## src/rtl/xyva_pkg.sv

```systemverilog
package xyva_pkg;
  localparam int NPORT = 5;
  localparam int PW    = 3;

  typedef enum logic [PW-1:0] {
    PORT_LOCAL = 3'd0,
    PORT_NORTH = 3'd1,
    PORT_EAST  = 3'd2,
    PORT_SOUTH = 3'd3,
    PORT_WEST  = 3'd4
  } port_e;
endpackage

```

## src/rtl/xyva_xy_route.sv

```systemverilog
module xyva_xy_route
  import xyva_pkg::*;
#(
  parameter int CW   = 4,
  parameter int MY_X = 3,
  parameter int MY_Y = 4
) (
  input  logic [CW-1:0] dst_x,
  input  logic [CW-1:0] dst_y,
  output logic [PW-1:0] out_port
);
  localparam logic [CW-1:0] HOME_X = CW'(MY_X);
  localparam logic [CW-1:0] HOME_Y = CW'(MY_Y);

  // X dimension first, Y only after X matches
  function automatic logic [PW-1:0] pick_dir(input logic [CW-1:0] x, input logic [CW-1:0] y);
    if (x > HOME_X)      return PORT_EAST;
    else if (x < HOME_X) return PORT_WEST;
    else if (y > HOME_Y) return PORT_SOUTH;
    else if (y < HOME_Y) return PORT_NORTH;
    else                 return PORT_LOCAL;
  endfunction

  assign out_port = pick_dir(dst_x, dst_y);
endmodule

```

## src/rtl/xyva_arrival_queue.sv

```systemverilog
module xyva_arrival_queue
  import xyva_pkg::*;
#(
  parameter int EW = 7,
  localparam int DEPTH = NPORT,
  localparam int CNTW  = $clog2(DEPTH + 1)
) (
  input  logic                      clk,
  input  logic                      rst_n,
  input  logic [NPORT-1:0]          push,
  input  logic [NPORT-1:0][EW-1:0]  push_data,
  input  logic                      pop,
  output logic                      head_valid,
  output logic [EW-1:0]             head_data,
  output logic [CNTW-1:0]           count
);
  logic [DEPTH-1:0][EW-1:0] q, q_n;
  logic [CNTW-1:0]          cnt, cnt_n;

  always_comb begin
    int idx;
    q_n = q;
    idx = int'(cnt);
    if (pop && cnt != '0) begin
      for (int j = 0; j < DEPTH - 1; j++) q_n[j] = q[j+1];
      idx = idx - 1;
    end
    // ascending input index gives the order among same-cycle arrivals
    for (int i = 0; i < NPORT; i++) begin
      if (push[i] && idx < DEPTH) begin
        q_n[idx] = push_data[i];
        idx = idx + 1;
      end
    end
    cnt_n = CNTW'(idx);
  end

  always_ff @(posedge clk) begin
    if (!rst_n) begin
      q   <= '0;
      cnt <= '0;
    end else begin
      q   <= q_n;
      cnt <= cnt_n;
    end
  end

  assign head_valid = (cnt != '0);
  assign head_data  = q[0];
  assign count      = cnt;
endmodule

```

## src/rtl/xyva_vc_table.sv

```systemverilog
module xyva_vc_table
  import xyva_pkg::*;
#(
  parameter int NUM_VC = 2,
  localparam int VCW = $clog2(NUM_VC)
) (
  input  logic                        clk,
  input  logic                        rst_n,
  input  logic                        alloc_req,
  input  logic [PW-1:0]               alloc_in,
  input  logic [VCW-1:0]              alloc_ivc,
  input  logic [PW-1:0]               alloc_out,
  input  logic [NPORT-1:0]            tail_valid,
  input  logic [NPORT-1:0][VCW-1:0]   tail_ivc,
  output logic                        alloc_fire,
  output logic [VCW-1:0]              alloc_ovc,
  output logic [NPORT*NUM_VC-1:0]     busy_flat
);
  logic [NPORT-1:0][NUM_VC-1:0]           busy;
  logic [NPORT-1:0][NUM_VC-1:0]           conn_v;
  logic [NPORT-1:0][NUM_VC-1:0][PW-1:0]   conn_out;
  logic [NPORT-1:0][NUM_VC-1:0][VCW-1:0]  conn_ovc;
  logic [NUM_VC-1:0]                      free_vc;

  // lowest-numbered free VC wins
  function automatic logic [VCW-1:0] lowest_set(input logic [NUM_VC-1:0] v);
    logic [VCW-1:0] r;
    r = '0;
    for (int k = NUM_VC - 1; k >= 0; k--) if (v[k]) r = VCW'(k);
    return r;
  endfunction

  assign free_vc    = ~busy[alloc_out];
  assign alloc_fire = alloc_req && (free_vc != '0);
  assign alloc_ovc  = lowest_set(free_vc);
  assign busy_flat  = busy;

  always_ff @(posedge clk) begin
    if (!rst_n) begin
      busy     <= '0;
      conn_v   <= '0;
      conn_out <= '0;
      conn_ovc <= '0;
    end else begin
      for (int i = 0; i < NPORT; i++) begin
        if (tail_valid[i] && conn_v[i][tail_ivc[i]]) begin
          busy[conn_out[i][tail_ivc[i]]][conn_ovc[i][tail_ivc[i]]] <= 1'b0;
          conn_v[i][tail_ivc[i]] <= 1'b0;
        end
      end
      if (alloc_fire) begin
        busy[alloc_out][alloc_ovc]    <= 1'b1;
        conn_v[alloc_in][alloc_ivc]   <= 1'b1;
        conn_out[alloc_in][alloc_ivc] <= alloc_out;
        conn_ovc[alloc_in][alloc_ivc] <= alloc_ovc;
      end
    end
  end
endmodule

```

## src/rtl/xyva_unit.sv

```systemverilog
module xyva_unit
  import xyva_pkg::*;
#(
  parameter int NUM_VC = 2,
  parameter int CW     = 4,
  parameter int MY_X   = 3,
  parameter int MY_Y   = 4,
  localparam int VCW   = $clog2(NUM_VC)
) (
  input  logic                        clk,
  input  logic                        rst_n,
  input  logic [NPORT-1:0]            req_valid,
  input  logic [NPORT-1:0][VCW-1:0]   req_ivc,
  input  logic [NPORT-1:0][CW-1:0]    req_dst_x,
  input  logic [NPORT-1:0][CW-1:0]    req_dst_y,
  input  logic [NPORT-1:0]            tail_valid,
  input  logic [NPORT-1:0][VCW-1:0]   tail_ivc,
  output logic [NPORT-1:0]            gnt_valid,
  output logic [NPORT-1:0][PW-1:0]    gnt_port,
  output logic [NPORT-1:0][VCW-1:0]   gnt_ovc
);
  localparam int EW   = PW + VCW + PW;
  localparam int CNTW = $clog2(NPORT + 1);

  logic [NPORT-1:0][PW-1:0] route;
  logic [NPORT-1:0][EW-1:0] push_data;
  logic                     head_valid;
  logic [EW-1:0]            head_data;
  logic [CNTW-1:0]          q_count;
  logic [PW-1:0]            head_in, head_out;
  logic [VCW-1:0]           head_ivc;
  logic                     alloc_fire;
  logic [VCW-1:0]           alloc_ovc;
  logic [NPORT*NUM_VC-1:0]  busy_flat;

  for (genvar p = 0; p < NPORT; p++) begin : g_route
    xyva_xy_route #(.CW(CW), .MY_X(MY_X), .MY_Y(MY_Y)) u_route (
      .dst_x   (req_dst_x[p]),
      .dst_y   (req_dst_y[p]),
      .out_port(route[p])
    );
    assign push_data[p] = {PW'(p), req_ivc[p], route[p]};
  end

  xyva_arrival_queue #(.EW(EW)) u_queue (
    .clk       (clk),
    .rst_n     (rst_n),
    .push      (req_valid),
    .push_data (push_data),
    .pop       (alloc_fire),
    .head_valid(head_valid),
    .head_data (head_data),
    .count     (q_count)
  );

  assign {head_in, head_ivc, head_out} = head_data;

  xyva_vc_table #(.NUM_VC(NUM_VC)) u_table (
    .clk       (clk),
    .rst_n     (rst_n),
    .alloc_req (head_valid),
    .alloc_in  (head_in),
    .alloc_ivc (head_ivc),
    .alloc_out (head_out),
    .tail_valid(tail_valid),
    .tail_ivc  (tail_ivc),
    .alloc_fire(alloc_fire),
    .alloc_ovc (alloc_ovc),
    .busy_flat (busy_flat)
  );

  always_ff @(posedge clk) begin
    if (!rst_n) begin
      gnt_valid <= '0;
      gnt_port  <= '0;
      gnt_ovc   <= '0;
    end else begin
      gnt_valid <= '0;
      if (alloc_fire) begin
        gnt_valid[head_in] <= 1'b1;
        gnt_port[head_in]  <= head_out;
        gnt_ovc[head_in]   <= alloc_ovc;
      end
    end
  end
endmodule

```

## config.mk

```make
export PLATFORM = sky130hd
export DESIGN_NAME = xyva_unit
export DESIGN_NICKNAME = d
export VERILOG_FILES = /design/src/rtl/xyva_pkg.sv /design/src/rtl/xyva_xy_route.sv /design/src/rtl/xyva_arrival_queue.sv /design/src/rtl/xyva_vc_table.sv /design/src/rtl/xyva_unit.sv
export SDC_FILE = /design/constraint.sdc
export NUM_CORES = 1
export LEC_CHECK = 0
export BUFFER_PORTS_ARGS = -buffer_cell sky130_fd_sc_hd__buf_2
export CAP_MARGIN = 5
export CORE_ASPECT_RATIO = 1.25
export CORE_UTILIZATION = 47
export CTS_BUF_LIST = sky130_fd_sc_hd__clkbuf_16
export CTS_CLUSTER_SIZE = 8
export DETAILED_ROUTE_END_ITERATION = 12
export PLACE_DENSITY_LB_ADDON = 0.12
export SLEW_MARGIN = 20
export SYNTH_ARGS = -nofsm -noshare
export SYNTH_HDL_FRONTEND = slang
export SYNTH_SLANG_ARGS = --single-unit
```

## constraint.sdc

```tcl
create_clock -name clk -period 8.9 [get_ports clk]
set_clock_uncertainty 0.2 [all_clocks]
set_input_delay 2.225 -clock clk [delete_from_list [all_inputs] [get_ports clk]]
set_output_delay 2.225 -clock clk [all_outputs]
set_load 0.01 [all_outputs]
```

== Word level (Yosys, flattened, before mapping) ==
Index checks and enable logic that the tools add are counted.

* Magnitude comparators: 73
* Bitwise operators: 23
* Muxes and demuxes: 153
* Divide/modulo/power cells: 0
* $mul: 0
* Shifts and indexed selects: 0
* Eq/ne operators: 0
* $add $sub $neg: 6
* Reductions and logical operators: 39

{| class="wikitable"
|+ Operators by type and width
! operator !! count
|-
| 35-bit bitwise mux || 5
|-
| 35-bit 2-to-1 mux || 5
|-
| 32-bit by 1-bit >= comparator with 1-bit output, second input constant || 5
|-
| 32-bit by 4-bit < comparator with 1-bit output, second input constant || 5
|-
| 32-bit by 5-bit < comparator with 1-bit output, second input constant || 5
|-
| 32-bit 2-to-1 mux || 5
|-
| 32-bit by 2-bit adder with 32-bit output, second input constant || 4
|-
| 10-bit 2-to-1 mux || 12
|-
| 7-bit demux with 3-bit select || 5
|-
| 3-bit 2-to-1 mux || 28
|-
| 10-bit AND || 5
|-
| 10-bit NOT || 5
|-
| 2-bit demux with 3-bit select || 7
|-
| 1-bit 2-to-1 mux || 40
|-
| 1-bit logical AND || 36
|-
| 2-bit 2-to-1 mux || 18
|-
| 7-bit 2-to-1 mux || 5
|-
| 30-bit bitwise mux || 1
|-
| 3-bit by 4-bit < comparator with 1-bit output, second input constant || 7
|-
| 28-bit 2-to-1 mux || 1
|-
| 1-bit by 2-bit < comparator with 1-bit output, second input constant || 12
|-
| 3-bit by 1-bit >= comparator with 1-bit output, second input constant || 7
|-
| 4-bit by 2-bit greater-than comparator with 1-bit output, second input constant || 5
|-
| 4-bit by 3-bit greater-than comparator with 1-bit output, second input constant || 5
|-
| other kinds (21) || 61
|}

* Output and inout port bits: 25
* ROM bits: 0
* Memory bits (writable): 0
* Latch bits: 0
* Flip-flop bits (word level): 123
* Memories kept: 0

== Logic depth before layout (Yosys ltp) ==
* Word-level depth: 26
* Gate-level depth with buffers: 38
* Depth with buffers taken out: 34

== Modules after synthesis ==
A second synthesis with hierarchy kept.

* Cells, all modules: 1,339
* Area total of the unflattened synthesis: 10,391.2 um^2

{| class="wikitable"
|+ Modules (own cells, without submodules)
! module !! area each (um^2) !! cells each !! instances
|-
| xyva_arrival_queue || 5,793.1 || 808 || 1
|-
| xyva_vc_table || 3,433.3 || 408 || 1
|-
| xyva_unit || 927.1 || 88 || 1
|-
| xyva_xy_route || 47.5 || 7 || 5
|}

== Least setup slack after synthesis ==
No wires, ideal clock.

* Path kind: input -> register
* Start: input port req_valid[0]
* End: register u_queue.q[9] (netlist bit)
* Data required time: 8.627 ns
* Data arrival time: 8.062 ns
* Setup slack: 0.566 ns
* Stages: 27
* Buffers on the path: 3
* Cell sequence: clkbuf_1 -> clkbuf_1 -> inv_1 -> nor2_1 -> nand3_1 -> o21ai_0 -> o21ai_1 -> ha_1 -> and2_1 -> and2_1 -> o21ai_0 -> nor3_1 -> a21oi_1 -> or4_1 -> o31ai_1 -> xnor2_1 -> inv_1 -> ha_1 -> nand2_1 -> nor4_1 -> nand3_1 -> a211o_1 -> or3_4 -> nor3_4 -> and3_1 -> buf_4 -> mux2i_1

* Word-level cells in the longest chain between the ends: 17
* Elaborated cells between the ends (all ways): 45

{| class="wikitable"
|+ RTL lines
! what !! line !! text
|-
| start, declared || xyva_unit.sv:12 || <nowiki>input logic [NPORT-1:0] req_valid,</nowiki>
|-
| 1-bit logical AND * || xyva_arrival_queue.sv:30 || <nowiki>if (push[i] && idx < DEPTH) begin</nowiki>
|-
| 32-bit 2-to-1 mux || xyva_arrival_queue.sv:30 ||
|-
| 32-bit by 4-bit < comparator with 1-bit output || xyva_arrival_queue.sv:30 ||
|-
| 1-bit logical AND || xyva_arrival_queue.sv:30 ||
|-
| 32-bit 2-to-1 mux || xyva_arrival_queue.sv:30 ||
|-
| 32-bit by 4-bit < comparator with 1-bit output || xyva_arrival_queue.sv:30 ||
|-
| 1-bit logical AND || xyva_arrival_queue.sv:30 ||
|-
| 32-bit 2-to-1 mux || xyva_arrival_queue.sv:30 ||
|-
| 32-bit by 4-bit < comparator with 1-bit output || xyva_arrival_queue.sv:30 ||
|-
| 1-bit logical AND || xyva_arrival_queue.sv:30 ||
|-
| 32-bit 2-to-1 mux || xyva_arrival_queue.sv:30 ||
|-
| 32-bit by 1-bit >= comparator with 1-bit output (implied by the code) / 32-bit by 5-bit < comparator with 1-bit output (equally long branches) || xyva_arrival_queue.sv:31 || <nowiki>q_n[idx] = push_data[i];</nowiki>
|-
| 1-bit logical AND (implied by the code) || xyva_arrival_queue.sv:31 ||
|-
| 7-bit 2-to-1 mux (implied by the code) || xyva_arrival_queue.sv:31 ||
|-
| 7-bit demux with 3-bit select || - ||
|-
| 35-bit bitwise mux || xyva_arrival_queue.sv:31 ||
|-
| 35-bit 2-to-1 mux * || xyva_arrival_queue.sv:30 ||
|-
| end signal, assigned || xyva_arrival_queue.sv:43 || <nowiki>q <= q_n;</nowiki>
|-
| end, declared || xyva_arrival_queue.sv:17 || <nowiki>logic [DEPTH-1:0][EW-1:0] q, q_n;</nowiki>
|}

Every way passes the cells marked *; elsewhere a longest branch is shown, timed or not.
A chain may end at the register's enable or synchronous reset.

== Worst setup path in the final report ==
* Start: register u_queue.q, in the netlist u_queue.head_data[0]
* End: register u_queue.q[30] (netlist bit)

* Word-level cells in the longest chain between the ends: 25
* Elaborated cells between the ends (all ways): 60

{| class="wikitable"
|+ RTL lines
! what !! line !! text
|-
| 2-bit binary-select mux with 3-bit select * || xyva_vc_table.sv:33 || <nowiki>assign free_vc = ~busy[alloc_out];</nowiki>
|-
| 2-bit 2-to-1 mux (implied by the code) * || xyva_vc_table.sv:33 ||
|-
| 2-bit NOT * || xyva_vc_table.sv:33 ||
|-
| 2-bit nonzero test * || xyva_vc_table.sv:34 || <nowiki>assign alloc_fire = alloc_req && (free_vc != '0);</nowiki>
|-
| 1-bit logical AND * || xyva_vc_table.sv:34 ||
|-
| 1-bit logical AND * || xyva_arrival_queue.sv:24 || <nowiki>if (pop && cnt != '0) begin</nowiki>
|-
| 32-bit 2-to-1 mux * || xyva_arrival_queue.sv:24 ||
|-
| 32-bit by 4-bit < comparator with 1-bit output || xyva_arrival_queue.sv:30 ||
|-
| [... 9 more ...] || - ||
|-
| 1-bit logical AND || xyva_arrival_queue.sv:30 ||
|-
| 32-bit 2-to-1 mux || xyva_arrival_queue.sv:30 ||
|-
| 32-bit by 1-bit >= comparator with 1-bit output (implied by the code) / 32-bit by 5-bit < comparator with 1-bit output (equally long branches) || xyva_arrival_queue.sv:31 ||
|-
| 1-bit logical AND (implied by the code) || xyva_arrival_queue.sv:31 ||
|-
| 7-bit 2-to-1 mux (implied by the code) || xyva_arrival_queue.sv:31 ||
|-
| 7-bit demux with 3-bit select || - ||
|-
| 35-bit bitwise mux || xyva_arrival_queue.sv:31 ||
|-
| 35-bit 2-to-1 mux * || xyva_arrival_queue.sv:30 ||
|}

Every way passes the cells marked *; elsewhere a longest branch is shown, timed or not. The select of a mux whose other input is x is not followed.

==> flow_summary.yaml <==
outcome:
  status: "completed"
pwr:
  static-leakage-power_nw: 4.501
  combinationalPowerShare_pct: 68.3
  cellPowerDensity_nw_per_um2: 398.0
  switchingPower_mw: 2.301
  intPower_mw: 2.126
  total_power_mw: 4.427
  ir_drop_v: 0.0003196
  power_frac_seq_pct: 15.4
  clock_share_of_power_pct: 16.3
  p_sw_share_pct: 51.97
detailed_routing:
  drt.antenna.violating_nets: 0
  drt-wirelength-per-cell_um: 18.60
  finalWirelength_um: 31390
  via_per_inst: 6.107
  drc: 0
  number_of_search_and_repair_iterations_in_the_first_detailed_routing_pass: 6
  dr.first_iter.drc_count: 677
  dr_total_vias: 10310
setup_path:
  timing.setup.critical_path_class: "register to register"
  critPathMaxFanout: 16
  critical_path_required_ns: 9.05
  endpoint_kind: "register"
  timing.critical_path.from_type: "register"
  cpMostUsedCell: "sky130_fd_sc_hd__ha_1"
  worstPathArrival_ns: 8.47
  setup.worst_path.start: "u_queue.head_data[0]"
  rr_startpoint: "u_queue.head_data[0]"
  top_cell_family_by_delay_on_the_critical_path: "simple AND/OR/NAND/NOR gates"
  critPathSlowestCell: "sky130_fd_sc_hd__a2111oi_0"
  max_stage_delay_ns: 0.60
  worstPathBufferInverterCount: 2
yosys:
  ys.warnings.count: 0
  yosys-top-cells-area: "sky130_fd_sc_hd__dfxtp_1 (25%), sky130_fd_sc_hd__mux2i_1 (11%), sky130_fd_sc_hd__nand2_1 (7.6%)"
  synth.cell_area_um2: 9767
  synth_seq_cells: 123
  synth_cell_types: 87
  synth_async_sr_flop_share_pct: 0
  synth_top_area_share_pct: 25.21
  synth_enable_flop_cells: 0
  syn-instance-count: 1339
  postSynthAreaPerCell_um2: 7.294
  synth.yosys.seq_area_share_pct: 25.21
  syn-num-nets: 1418
  synth_ff_type: "sky130_fd_sc_hd__dfxtp_1"
  yosys.area.top_type: "sky130_fd_sc_hd__dfxtp_1"
cts:
  numClockSinks: 123
  htreeDepth: 4
  clk_root_buffer_cell: "sky130_fd_sc_hd__clkbuf_16"
  insertion_delay_of_the_later_clocked_pin_in_the_worst_skew_pair_ns: 0.42
  postCtsSetupBuffers: 0
  cts_tree: "built"
  clk_pin_slew_worst_paths_ns: 0.06
  cts_buffers: 17
  max-clock-path-buffers: 2
timing:
  setup_viol: 0
  finalHoldWorstSlack_ns: 0.2567
  hold_viol_final: 0
  worst_slew_pin_slew_ns: 1.024
  finalCritPeriodShare_pct: 93.55
  fin_ws_ns: 0.5742
  timing.fmax_mhz: 120.1
  slew-limit-headroom_pct: 31.72
  crit_path_time_final_ns: 8.326
  max_slew_vio_count: 0
placed_design:
  dp_hpwl_um: 23860
  finalWeightedCongestion: 0.9861
  pre_cts_slack_ns: 0.3669
  io_buffer_count: 86
floorplanning:
  die_area_um2: 21360
  fp.dieH_um: 163.2
  floorplan.initialDensity_pct: 48.24
  fp.dieW_um: 130.9
  core_box_area_um2: 20250
  io-pin-count: 87
  num_rows: 58
flow_run:
  cap_violations: 0
global_route:
  first_global_vias: 9656
  antenna_found_initial: 0
  grt_max_degree: 94
  grt_pass1_wl_um: 49560
  grt_remaining_overflow: 0
  groute.usage.overall_pct: 29.68
final_layout:
  fillCellCount: 2007
  drive_above_1_share_pct: 14.67
  finalNetCount: 1484
  layout_overhead_on_the_synthesized_area_pct: 13.87
  antenna-diode-count: 0
min_path:
  startpoint_of_the_worst_hold_path: "u_table.conn_out[10]"
  worstHoldPathType: "register to register"
-- worst paths after layout --
kind / endpoint / slack [ns] / cells past startpoint
min: u_table.conn_out[10] / 0.26 / 2
max reg2reg: u_queue.q[30] / 0.57 / 29
min reg2reg: u_table.conn_out[10] / 0.26 / 2
max: u_queue.q[30] / 0.57 / 29
-- synthesized netlist by cell type (22+ instances only) --
master,instances
sky130_fd_sc_hd__nand2_1,199
sky130_fd_sc_hd__nor2_1,166
sky130_fd_sc_hd__dfxtp_1,123
sky130_fd_sc_hd__mux2i_1,107
sky130_fd_sc_hd__a21oi_1,84
sky130_fd_sc_hd__o21ai_0,77
sky130_fd_sc_hd__clkbuf_1,52
sky130_fd_sc_hd__nor3_1,43
sky130_fd_sc_hd__nand3_1,42
sky130_fd_sc_hd__inv_1,30
sky130_fd_sc_hd__and2_1,26
sky130_fd_sc_hd__nand4_1,22
-- metrics by stage --
| stage | area [µm²] | utilization [%] | instances | setup TNS [ns] |
|---|---|---|---|---|
| after floorplan | 9767 | - | 1339 | 0 |
| after global placement | 10490 | 51.82 | 1656 | 0 |
| after detailed placement | 10490 | 51.82 | 1656 | 0 |
| after CTS | 11100 | 54.84 | 1688 | 0 |
| after global routing | 11120 | 54.93 | 1688 | -0.02571 |
| final | 11120 | 54.93 | 1688 | 0 |
-- timing repair --
action                                  CTS  global route
resized for setup                         0             9
endpoints found under the setup margin    0            34
hold buffers                              0             0
-- sequential cells by signal, summed over array words and instances (netlist names) --
signal	flops
gnt_ovc	5
gnt_port	15
gnt_valid	5
u_queue.count	3
u_queue.head_data	7
u_queue.q	28
u_table.busy_flat	10
u_table.conn_out	30
u_table.conn_ovc	10
u_table.conn_v	10
-- power groups by stage --
stage	clock [mW]	sequential [mW]	combinational [mW]
global placement	0	0.691	2.93
detailed placement	0	0.692	2.91
floorplan	0	0.654	2.18
finish	0.724	0.682	3.02
global route	0.756	0.690	3.31
CTS	0.733	0.681	2.93
-- cells by family (layout without fill, tap and decap cells) --
family                   after synthesis  in the layout  synth area share [%]
AO/OA/AOI/OAI                        337            337                 23.41
XOR/XNOR                              11             11                0.9864
adder cells (fa/ha/maj)               17             17                 2.178
buffers and inverters                104            183                 4.420
flip-flops                           123            123                 25.21
multiplexers                         118            118                 12.23
AND/OR/NAND/NOR                      629            629                 31.57
-- worst reg2reg max path, delay by kind of cell, from the launching register on --
family          cells  cell delay (ns)
simple gates       12             3.11
buf+inv             2             0.44
flops               1             0.41
compound gates      9             2.47
fa+ha+maj           3             0.78
mux                 3             0.85
-- area by class of cell --
type | instances | area, µm² | share of cell area (%)
sequential | 123 | 2465 | 22.16
clock inverter | 15 | 186.4 | 1.676
tap | 270 | 337.8 | 3.037
timing repair buffer | 119 | 678.2 | 6.097
inverter | 32 | 120.1 | 1.080
multi-input combinational | 1112 | 6909 | 62.12
clock buffer | 17 | 425.4 | 3.825
-- routing by layer --
metal  track usage, %  vias up  wire length (µm)
met5                0        -                 0
met4            12.80        0              1013
met3            3.734       75              1140
met2            53.15      331             15760
met1            34.92     4873             13470
li1                 -     5029                 -
-- cells in the final DEF (no fill, tap or decap), types with 11 or more instances in the layout --
cell                        instances
sky130_fd_sc_hd__clkbuf_16         17
sky130_fd_sc_hd__o211ai_1          12
sky130_fd_sc_hd__and3_1            19
sky130_fd_sc_hd__and2_1            24
sky130_fd_sc_hd__nand3_1           42
sky130_fd_sc_hd__nor2b_1           12
sky130_fd_sc_hd__dfxtp_1          121
sky130_fd_sc_hd__nor3_1            43
sky130_fd_sc_hd__a31oi_1           14
sky130_fd_sc_hd__a211oi_1          13
sky130_fd_sc_hd__mux2i_1          107
sky130_fd_sc_hd__mux2_2            11
sky130_fd_sc_hd__nand2_1          199
sky130_fd_sc_hd__inv_1             30
sky130_fd_sc_hd__nor2_1           166
sky130_fd_sc_hd__o21ai_0           76
sky130_fd_sc_hd__nand2b_1          21
sky130_fd_sc_hd__nand4_1           22
sky130_fd_sc_hd__o21a_1            17
sky130_fd_sc_hd__a21oi_1           84
sky130_fd_sc_hd__nor3b_1           12
sky130_fd_sc_hd__buf_2             86
sky130_fd_sc_hd__ha_1              17
sky130_fd_sc_hd__buf_4             33
No activity file was read; power rests on OpenSTA's default activity.
